### src/rtl/tcp_pkg.sv
package tcp_pkg;
  localparam int BYTE_W = 8;
  localparam int CTRL_W = 6;

  typedef enum logic [1:0] {
    RW_LATCH = 2'b00,
    RW_LO    = 2'b01,
    RW_HI    = 2'b10,
    RW_LOHI  = 2'b11
  } rw_mode_e;
endpackage

### src/rtl/tcp_core.sv
module tcp_core #(
  parameter int CNT_W = 16
) (
  input  logic             clk,
  input  logic             rst_n,
  input  logic             ld,
  input  logic [CNT_W-1:0] ld_val,
  input  logic             tick,
  output logic [CNT_W-1:0] cnt,
  output logic             out_lvl
);
  always_ff @(posedge clk) begin
    if (!rst_n)    cnt <= '0;
    else if (ld)   cnt <= ld_val;
    else if (tick) cnt <= cnt - CNT_W'(1);
  end

  assign out_lvl = (cnt == '0);

  assert_core_load_R2: assert property (@(posedge clk) disable iff (!rst_n)
    ld |=> (cnt == $past(ld_val)));
  assert_core_dec_R9: assert property (@(posedge clk) disable iff (!rst_n)
    (!ld && tick) |=> (cnt == CNT_W'($past(cnt) - CNT_W'(1))));
endmodule

### src/rtl/tcp_ctrl_decode.sv
module tcp_ctrl_decode
  import tcp_pkg::*;
#(
  parameter int NUM_CNT = 3,
  parameter int ADDR_W  = 2
) (
  input  logic              bus_wr,
  input  logic              bus_rd,
  input  logic [ADDR_W-1:0] bus_addr,
  input  logic [BYTE_W-1:0] bus_wdata,
  output logic [NUM_CNT-1:0] prog_stb,
  output logic [NUM_CNT-1:0] cnt_latch_stb,
  output logic [NUM_CNT-1:0] stat_latch_stb,
  output logic [NUM_CNT-1:0] data_wr,
  output logic [NUM_CNT-1:0] data_rd
);
  localparam logic [ADDR_W-1:0] CTRL_ADDR = ADDR_W'(NUM_CNT);

  logic       ctrl_wr;
  logic [1:0] sel;
  logic       rb;
  rw_mode_e   rw;

  assign ctrl_wr = bus_wr && (bus_addr == CTRL_ADDR);
  assign sel     = bus_wdata[7:6];
  assign rb      = (sel == 2'b11);
  assign rw      = rw_mode_e'(bus_wdata[5:4]);

  for (genvar i = 0; i < NUM_CNT; i++) begin : g_dec
    logic hit;
    assign hit               = ctrl_wr && !rb && (sel == 2'(i));
    assign prog_stb[i]       = hit && (rw != RW_LATCH);
    assign cnt_latch_stb[i]  = (hit && (rw == RW_LATCH)) ||
                               (ctrl_wr && rb && !bus_wdata[5] && bus_wdata[1+i]);
    assign stat_latch_stb[i] = ctrl_wr && rb && !bus_wdata[4] && bus_wdata[1+i];
    assign data_wr[i]        = bus_wr && (bus_addr == ADDR_W'(i));
    assign data_rd[i]        = bus_rd && (bus_addr == ADDR_W'(i));
  end
endmodule

### src/rtl/tcp_chan.sv
module tcp_chan
  import tcp_pkg::*;
#(
  parameter int CNT_W = 16
) (
  input  logic              clk,
  input  logic              rst_n,
  input  logic [BYTE_W-1:0] wdata,
  input  logic              prog,
  input  logic              cnt_latch,
  input  logic              stat_latch,
  input  logic              data_wr,
  input  logic              data_rd,
  input  logic [CNT_W-1:0]  live_cnt,
  input  logic              out_lvl,
  output logic              ld_stb,
  output logic [CNT_W-1:0]  ld_val,
  output logic [BYTE_W-1:0] rd_byte
);
  localparam logic [CTRL_W-1:0] CTRL_RST = {RW_LO, 4'b0000};

  logic [CTRL_W-1:0] ctrl;
  rw_mode_e          rw;
  logic              wr_tog, rd_tog, null_flag;
  logic [BYTE_W-1:0] lo_hold;
  logic              latch_vld, status_vld;
  logic [CNT_W-1:0]  latch_val, src;
  logic [BYTE_W-1:0] status_val, cnt_byte;

  assign rw  = rw_mode_e'(ctrl[5:4]);
  assign src = latch_vld ? latch_val : live_cnt;

  always_comb begin
    case (rw)
      RW_HI:   cnt_byte = src[CNT_W-1:BYTE_W];
      RW_LOHI: cnt_byte = rd_tog ? src[CNT_W-1:BYTE_W] : src[BYTE_W-1:0];
      default: cnt_byte = src[BYTE_W-1:0];
    endcase
    rd_byte = status_vld ? status_val : cnt_byte;
  end

  always_comb begin
    ld_stb = data_wr && ((rw == RW_LO) || (rw == RW_HI) || ((rw == RW_LOHI) && wr_tog));
    case (rw)
      RW_HI:   ld_val = {wdata, BYTE_W'(0)};
      RW_LOHI: ld_val = {wdata, lo_hold};
      default: ld_val = {BYTE_W'(0), wdata};
    endcase
  end

  always_ff @(posedge clk) begin
    if (!rst_n) begin
      ctrl       <= CTRL_RST;
      wr_tog     <= 1'b0;
      rd_tog     <= 1'b0;
      null_flag  <= 1'b0;
      lo_hold    <= '0;
      latch_vld  <= 1'b0;
      latch_val  <= '0;
      status_vld <= 1'b0;
      status_val <= '0;
    end else if (prog) begin
      ctrl       <= wdata[CTRL_W-1:0];
      wr_tog     <= 1'b0;
      rd_tog     <= 1'b0;
      null_flag  <= 1'b1;
      latch_vld  <= 1'b0;
      status_vld <= 1'b0;
    end else begin
      if (data_wr && (rw == RW_LOHI)) begin
        wr_tog <= !wr_tog;
        if (!wr_tog) lo_hold <= wdata;
      end
      if (ld_stb) null_flag <= 1'b0;
      if (cnt_latch && !latch_vld) begin
        latch_vld <= 1'b1;
        latch_val <= live_cnt;
      end
      if (stat_latch && !status_vld) begin
        status_vld <= 1'b1;
        status_val <= {out_lvl, null_flag, ctrl};
      end
      if (data_rd) begin
        if (status_vld) begin
          status_vld <= 1'b0;
        end else if ((rw == RW_LOHI) && !rd_tog) begin
          rd_tog <= 1'b1;
        end else begin
          rd_tog    <= 1'b0;
          latch_vld <= 1'b0;
        end
      end
    end
  end

  assert_latch_hold_R6: assert property (@(posedge clk) disable iff (!rst_n)
    (latch_vld && !data_rd && !prog) |=> (latch_vld && $stable(latch_val)));
  assert_status_drop_R8: assert property (@(posedge clk) disable iff (!rst_n)
    (status_vld && data_rd && !prog) |=> !status_vld);
  assert_prog_reset_R4: assert property (@(posedge clk) disable iff (!rst_n)
    prog |=> (!wr_tog && !rd_tog && null_flag && !latch_vld && !status_vld));
  assert_rd_tog_mode_R5: assert property (@(posedge clk) disable iff (!rst_n)
    rd_tog |-> (rw == RW_LOHI));
  assert_lohi_stage_R3: assert property (@(posedge clk) disable iff (!rst_n)
    (data_wr && (rw == RW_LOHI) && !wr_tog && !prog) |=> wr_tog);
endmodule

### src/rtl/tcnt_access_port.sv
module tcnt_access_port
  import tcp_pkg::*;
#(
  parameter int NUM_CNT = 3,
  parameter int CNT_W   = 16
) (
  input  logic       clk,
  input  logic       rst_n,
  input  logic [1:0] bus_addr,
  input  logic       bus_wr,
  input  logic [7:0] bus_wdata,
  input  logic       bus_rd,
  output logic [7:0] bus_rdata,
  input  logic       cnt_tick
);
  localparam int ADDR_W = 2;

  logic [NUM_CNT-1:0] prog_stb, cnt_latch_stb, stat_latch_stb, data_wr, data_rd, ld_stb, out_lvl;
  logic [CNT_W-1:0]   ld_val   [NUM_CNT];
  logic [CNT_W-1:0]   live_cnt [NUM_CNT];
  logic [BYTE_W-1:0]  rd_byte  [NUM_CNT];

  tcp_ctrl_decode #(.NUM_CNT(NUM_CNT), .ADDR_W(ADDR_W)) u_dec (
    .bus_wr(bus_wr), .bus_rd(bus_rd), .bus_addr(bus_addr), .bus_wdata(bus_wdata),
    .prog_stb(prog_stb), .cnt_latch_stb(cnt_latch_stb), .stat_latch_stb(stat_latch_stb),
    .data_wr(data_wr), .data_rd(data_rd)
  );

  for (genvar i = 0; i < NUM_CNT; i++) begin : g_ch
    tcp_chan #(.CNT_W(CNT_W)) u_chan (
      .clk(clk), .rst_n(rst_n), .wdata(bus_wdata),
      .prog(prog_stb[i]), .cnt_latch(cnt_latch_stb[i]), .stat_latch(stat_latch_stb[i]),
      .data_wr(data_wr[i]), .data_rd(data_rd[i]),
      .live_cnt(live_cnt[i]), .out_lvl(out_lvl[i]),
      .ld_stb(ld_stb[i]), .ld_val(ld_val[i]), .rd_byte(rd_byte[i])
    );
    tcp_core #(.CNT_W(CNT_W)) u_core (
      .clk(clk), .rst_n(rst_n), .ld(ld_stb[i]), .ld_val(ld_val[i]),
      .tick(cnt_tick), .cnt(live_cnt[i]), .out_lvl(out_lvl[i])
    );
  end

  always_comb begin
    bus_rdata = '0;
    for (int i = 0; i < NUM_CNT; i++)
      if (bus_addr == ADDR_W'(i)) bus_rdata = rd_byte[i];
  end

  assert_one_load_R2: assert property (@(posedge clk) disable iff (!rst_n)
    $onehot0(ld_stb));
  assert_ctrl_read_zero_R10: assert property (@(posedge clk) disable iff (!rst_n)
    (bus_rd && (bus_addr == 2'd3)) |-> (bus_rdata == 8'h00));
endmodule

### config.mk
export PLATFORM = sky130hd
export DESIGN_NAME = tcnt_access_port
export DESIGN_NICKNAME = d
export VERILOG_FILES = /design/src/rtl/tcp_pkg.sv /design/src/rtl/tcp_core.sv /design/src/rtl/tcp_ctrl_decode.sv /design/src/rtl/tcp_chan.sv /design/src/rtl/tcnt_access_port.sv
export SDC_FILE = /design/constraint.sdc
export NUM_CORES = 1
export LEC_CHECK = 0
export BUFFER_PORTS_ARGS = -buffer_cell sky130_fd_sc_hd__buf_2
export CORE_UTILIZATION = 46
export DETAILED_ROUTE_END_ITERATION = 8
export GPL_TIMING_DRIVEN = 0
export PLACE_DENSITY_LB_ADDON = 0.15
export SLEW_MARGIN = 20
export SYNTH_ARGS = -nofsm -noshare
export SYNTH_HDL_FRONTEND = slang
export SYNTH_SLANG_ARGS = --single-unit
### constraint.sdc
create_clock -name clk -period 1.95 [get_ports clk]
set_clock_uncertainty 0.1 [all_clocks]
set_input_delay 0.195 -clock clk [delete_from_list [all_inputs] [get_ports clk]]
set_output_delay 0.195 -clock clk [all_outputs]
set_load 0.01 [all_outputs]
==> run metrics, run 1 <==
Synth top area share=0.3756; Total GRT Usage=0.2903; top cells by count, synth=dfxtp_1, nand2_1, mux2i_1, nor2_1, a21oi_1; CTS tree=built; H-tree levels=4; worst hold margin=0.04604 ns; Worst VDD drop=0.5528 mV; Initial Util=0.4677; Slew @ Worst Pin=1.005 ns; net count after synthesis=1109; min cycle time layout=2.640 ns; clock buffer depth=2; CP max stage delay=0.38 ns; crit path capture type=output port; Critical Path Start=g_ch[0].u_chan.ctrl[4]; adder-cell share of the synthesized area=0.01592; chip height=145.2 µm; Vias=8462; Clock Latency Late Sink=0.44 ns; failing checks=negative setup slack; sequential element share of the synthesized area=0.3756; # IOs=23; Final Cycle Share=1.354; Reg-to-Reg End=g_ch[0].u_core.cnt[5]; first-pass GRT wire length=roughly 46000 µm; HPWL after DPL=21820 µm; drt wl/cell=21.39 µm; most frequent cell after synthesis=dfxtp_1; Yosys top cell by area=dfxtp_1; Reg clk slew, reported paths=0.07 ns; FF+latch area=approximately 3600 µm²; R2R Setup Slk=roughly 0.01 ns; Crit path depth=7; DIE WIDTH=approximately 150 µm; FILL cells=around 1.9k; Data required, critical path=1.65 ns; antenna-violating nets left=0; final worst setup slack=-0.6901 ns; Final nets=1167; mux contribution to synthesized area=0.1515; slowest cell on the critical path=mux2_4; CP delay by family, top=compound AO/OA/AOI/OAI gates; DIE AREA=21080 µm²; Max Cap Viol=0; outcome=finished, violations left; Compound-Gate Fraction of Synth Area=0.1559; final hold viol count=0; Num Clock Sinks=177; core area=a little over 20000 µm²; number of cell rows=52; Register-to-Register Path Depth=7; Slew Limit Fails=0; warning count from the yosys run=0; reg2reg start=g_ch[0].u_chan.ctrl[4]; mapped cell area=around 9400 µm²; vias in the first global route=7806; cells after synthesis=1082; Post-Synth Simple-Gate Area=0.2195; # setup viols final=8; worst path bufs/invs=2; GP Congestion=0.8649; IO Port Bufs=20; share of cells above drive strength 1=0.1726; Placed Cells incl. Taps=1372; distinct cell type count after synthesis=75; Most used DFF post-synth=dfxtp_1; main combinational cell family by area after synthesis=simple AND/OR/NAND/NOR gates; drt total wl=30460 µm; Synth area leaders=dfxtp_1, mux2i_1, nand2_1, a211oi_1, nor2_1; hold wc startpoint=rst_n; average cell area after synthesis=slightly below 9 µm²; 1st-pass router iterations=6; critical path capture point=bus_rdata[1]; CP arrival=about 2.4 ns; area delta synth->final=18.03%; Crit Path Class=flip-flop to output port; fmax=378.8 MHz; Leakage Power=0.003657 µW; register bit count reported by yosys=approximately 180; type of origin of the critical path=flip-flop; area of the multi-input gates=5803 µm²; worst-path cell chain=ha_4, buf_8, mux2_4, o221ai_4, o211ai_1, a31oi_1, buf_2; gr ovfl total=0; DRC viols=0; pin count of the biggest net entering global routing=17; relative slew slack=0.3298; RSZ-0062 raised after global routing=true; antenna violations before repair=1; TritonCTS Buffers=17; async set-reset flop share out of synthesis=0; fin cells=1424; hold crit path type=primary input to flip-flop; DR iter-0 viols=804; EDFF count, synth=0; DR vias/cell=5.942; pwr/cell area=around 820 nW/µm²; root buf cell=clkbuf_16; Final Power=9170 µW; critical path peak fanout=8; post-synthesis xor/xnor area fraction=0.02971
-- cells by family after synthesis --
family / Yosys count
AO/OA/AOI/OAI: 211
XOR/XNOR: 32
multiplexers: 142
flip-flops: 177
AND/OR/NAND/NOR: 392
buffers and inverters: 116
adder cells (fa/ha/maj): 12
-- registers in the layout (all words and copies together) (netlist names) --
signal                  count
g_ch.u_chan.rd_tog          3
g_ch.u_chan.ctrl           18
g_ch.u_chan.latch_vld       3
g_ch.u_core.cnt            48
g_ch.u_chan.status_vld      3
g_ch.u_chan.lo_hold        24
g_ch.u_chan.latch_val      48
g_ch.u_chan.status_val     24
g_ch.u_chan.null_flag       3
g_ch.u_chan.wr_tog          3
-- layer usage --
metal	routed length, µm	vias up	GRT usage
met5	0	-	0
met2	13210	287	0.4296
met3	2167	52	0.06164
met1	14240	4110	0.4141
li1	-	4013	-
met4	846	0	0.1021
-- power by group --
part	internal [µW]	total [µW]	leakage, µW	switching, µW
sequential	3760	4040	0.00144	272
combinational	741	1740	0.00195	1000
clock	1810	3390	0.000275	1580
-- how the worst min path moves through the flow --
stage                                         to  slack, ns  depth (start not counted)
finish                     g_ch[1].u_chan.wr_tog       0.05                          3
global route               g_ch[1].u_chan.rd_tog       0.07                          3
CTS                        g_ch[1].u_chan.wr_tog       0.02                          3
detailed placement  g_ch[0].u_chan.status_val[3]       0.34                          2
global placement    g_ch[0].u_chan.status_val[0]       0.33                          2
floorplan                  g_ch[0].u_chan.rd_tog       0.26                          2
-- cell type report --
cell class	count	share of cell area
clock inverters	14	0.01180
multi-input cells	789	0.5212
inverters	30	0.01034
plain buffers	82	0.03900
well taps	270	0.03034
repair buffers	43	0.02810
diodes	1	0.0002248
clock buffers	18	0.03945
flip-flops and latches	177	0.3195
-- cells in the final DEF, fill, tap and decap left out, types with 19 or more instances in the layout --
| cell type | count |
|---|---|
| o21ai_0 | 21 |
| mux2i_1 | 131 |
| nor2_1 | 79 |
| nand2_1 | 143 |
| buf_4 | 26 |
| a211oi_1 | 39 |
| nor3b_1 | 22 |
| inv_1 | 26 |
| a21oi_1 | 52 |
| buf_2 | 35 |
| clkbuf_1 | 40 |
| xnor2_1 | 19 |
| nor3_1 | 24 |
| dfxtp_1 | 168 |
-- worst reg2reg max path, stage by stage (launching register included) --
cell	delay, ns
dfxtp_4	0.37
inv_1	0.07
ha_4	0.23
a21bo_2	0.19
nand3_1	0.22
clkbuf_8	0.26
a211oi_1	0.28
a211oi_1	0.09
-- per-stage QoR --
| stage | utilization | setup WS [ns] | setup TNS (ns) | area (µm²) |
|---|---|---|---|---|
| after global routing | 0.5520 | -0.7481 | -5.993 | 11130 |
| after CTS | 0.5411 | -0.6663 | -4.974 | 10910 |
| final | 0.5520 | -0.6901 | -5.125 | 11130 |
| after floorplan | - | 0.009585 | 0 | 9434 |
| after global placement | 0.4895 | -0.7743 | -26.63 | 9872 |
| after detailed placement | 0.4895 | -0.7805 | -26.07 | 9872 |
-- what timing repair did --
item,CTS,global route
hold endpoints to repair,1,0
cloned,0,0
endpoints found under the setup margin,76,53
hold buffers,1,0
setup buffers,9,13
pin swaps,10,10
gates resized for setup,79,36
Note: power is estimated with default switching activity, not from simulation.
==> run 2, diff against run 1 <==
--- a/config.mk
+++ b/config.mk
@@ -7,6 +7,7 @@
 export LEC_CHECK = 0
 export BUFFER_PORTS_ARGS = -buffer_cell sky130_fd_sc_hd__buf_2
 export CORE_UTILIZATION = 46
+export CTS_BUF_LIST = sky130_fd_sc_hd__clkbuf_4
 export DETAILED_ROUTE_END_ITERATION = 8
 export GPL_TIMING_DRIVEN = 0
 export PLACE_DENSITY_LB_ADDON = 0.15
==> run 2 against run 1 <==
Net effect:
- the run still ends with negative setup slack left
- clock-buffer cell count is 1 lower
- final cell count up 0.56%
- register-to-register slack worse by 0.03 ns
- wire length is 0.29% lower
- first-iteration DRC count down 3.6%
- highest routed layer unchanged
==> run metrics, run 2 (synthesis gave the netlist of run 1 again) <==
share of cells above drive strength 1=0.1759 (+0.003269); DRC viols=0 (unchanged); setup TNS=-6.563 ns (-1.438 ns); Switch Pwr=2666 µW (-6.6%); Placed Cells incl. Taps=1372 (unchanged); final worst setup slack=-0.8604 ns (-0.1703 ns); crit path capture type=output port; type of origin of the critical path=flip-flop; Total GRT Usage=0.2902 (about the same); IO Port Bufs=20 (unchanged); final hold viol count=0 (unchanged); vias in the first global route=7763 (-0.55%); area delta synth->final=15.19%; Worst VDD drop=0.3806 mV (-31%); dpl cell area=9872 µm² (unchanged); hold crit path type=primary input to flip-flop; critical path peak fanout=8 (unchanged); sw frac=0.3412 (+0.03001); Final nets=1174 (+0.60%); CP arrival=2.52 ns (+0.17 ns); CTS tree=built; HPWL after DPL=21820 µm (unchanged); clock buffer depth=2 (unchanged); top flop regs=g_ch.u_chan.latch_val (48), g_ch.u_core.cnt (48); gr ovfl total=0 (unchanged); relative slew slack=0.3400 (+0.01021); DR iter-0 viols=775 (-3.6%); Data required, critical path=1.65 ns (about the same); number of cell rows=52 (unchanged); Design Area, Final=10870 µm² (-2.4%); 1st-pass router iterations=5 (-1); CP delay by family, top=compound AO/OA/AOI/OAI gates; root buf cell=clkbuf_4; GP Congestion=0.8649 (unchanged); commonest non-fill, non-tap cell in the layout=dfxtp_1; pin count of the biggest net entering global routing=17 (unchanged); DIE WIDTH=145.2 µm (unchanged); TritonCTS Buffers=17 (unchanged); failing checks=negative setup slack; # setup viols final=10 (+2); pwr/cell area=719.0 nW/µm² (-13%); fmax=355.8 MHz (-6.1%); Reg clk slew, reported paths=0.15 ns (+0.08 ns); commonest cells after routing, fill and taps aside=dfxtp_1, nand2_1, mux2i_1; Slew @ Worst Pin=0.9900 ns (-0.01532 ns); Vias=8424 (-0.45%); # IOs=23 (unchanged); CP max stage delay=0.38 ns (about the same); Final Core Density=0.5387 (-0.01327); H-tree levels=4 (unchanged); sequential power share=0.517 (+0.077); chip height=145.2 µm (unchanged); RSZ-0062 raised after global routing=true; Leakage Power=0.003553 µW (-2.8%); DIE AREA=21080 µm² (unchanged); Max Cap Viol=0 (unchanged); Initial Util=0.4677 (unchanged); DR vias/cell=5.883 (-1.0%); Crit Path Class=flip-flop to output port; Slew Limit Fails=0 (unchanged); Comb power frac=0.221 (+0.031); drt wl/cell=21.21 µm (-0.85%); Clock Latency Late Sink=0.62 ns (+0.18 ns); min cycle time layout=2.810 ns (+0.1703 ns); antenna-violating nets left=0 (unchanged); R2R Setup Slk=-0.02 ns (-0.03 ns); FILL cells=1926 (+1.0%); Num Clock Sinks=177 (unchanged); first-pass GRT wire length=46310 µm (about the same); Final Cycle Share=1.441 (+0.08733); P_int=5147 µW (-19%); worst-path cell chain=ha_4, buf_8, mux2_4, o221ai_4, o211ai_1, a31oi_1, buf_2; fin cells=1432 (+0.56%); Setup WS pre-CTS=-0.7805 ns (unchanged); antenna violations before repair=2 (+1); outcome=finished, violations left; clock power share=0.262 (-0.108); drt total wl=30370 µm (-0.29%); slowest cell on the critical path=dfxtp_2; core area=20170 µm² (unchanged); worst path bufs/invs=2 (unchanged)
[run 2: changes by cell type in the layout (fill, tap and decap cells not counted), moves of 3 or more]
cell	previous run	this run
clkbuf_2	4	7
dlygate4sd3_1	1	6
clkbuf_1	40	36
buf_6	4	7
clkbuf_16	17	0
buf_2	35	39
clkbuf_4	4	19
[run 2: final cells by class]
class | instances | area, µm² | share of cell area
tap | 270 | 337.8 | 0.03109
multi-input combinational | 789 | 5769 | 0.5310
timing repair buffer | 50 | 372.9 | 0.03432
clock buffer | 17 | 127.6 | 0.01175
antenna | 2 | 5.005 | 0.0004606
buffer | 82 | 440.4 | 0.04053
clock inverter | 15 | 135.1 | 0.01244
sequential | 177 | 3562 | 0.3278
inverter | 30 | 115.1 | 0.01059
[run 2: stage by stage]
stage / power, µW / hold slack (ns)
5_1_grt: 8146 / 0.005672
4_1_cts: 7706 / 0.0007746
2_1_floorplan: 5125 / 0.2624
3_5_place_dp: 5611 / 0.3404
3_3_place_gp: 5610 / 0.3341
6_report: 7813 / 0.02410
[run 2: worst min-delay path: cells and delay by family]
family / cells / cell delay [ns]
AND/OR/NAND/NOR: 2 / 0.24
buffers and inverters: 1 / 0.20
AO/OA/AOI/OAI: 1 / 0.06
[run 2: worst paths after layout]
check                                 endpoint  cells after the start                    from
setup reg to reg         g_ch[0].u_core.cnt[5]                      7  g_ch[0].u_chan.ctrl[4]
hold / removal          g_ch[1].u_chan.ctrl[5]                      4            bus_wdata[7]
hold reg to reg   g_ch[0].u_chan.status_val[2]                      2  g_ch[0].u_chan.ctrl[2]
setup / recovery                  bus_rdata[1]                      7  g_ch[0].u_chan.ctrl[5]
[run 2: power by group through the flow]
stage	Clock (µW)	Combinational, µW	Sequential, µW
global route	2230	1860	4060
finish	2050	1720	4040
detailed placement	0	1520	4090
floorplan	0	1120	4010
global placement	0	1520	4090
CTS	2080	1610	4020
[run 2: layer usage]
layer,wire length [µm],GRT usage,part of all wire
met4,614,0.07789,0.020
met2,13300,0.4416,0.44
met1,14580,0.4238,0.48
met3,1883,0.04434,0.062
met5,0,0,0
[run 2: timing repair]
action                     4_1_cts  5_1_grt
hold buffers                     6        0
pin swaps                        8       13
setup buffers                    7       17
setup endpoints to repair       76       76
resized for setup               74       54
hold endpoints to repair        14        0
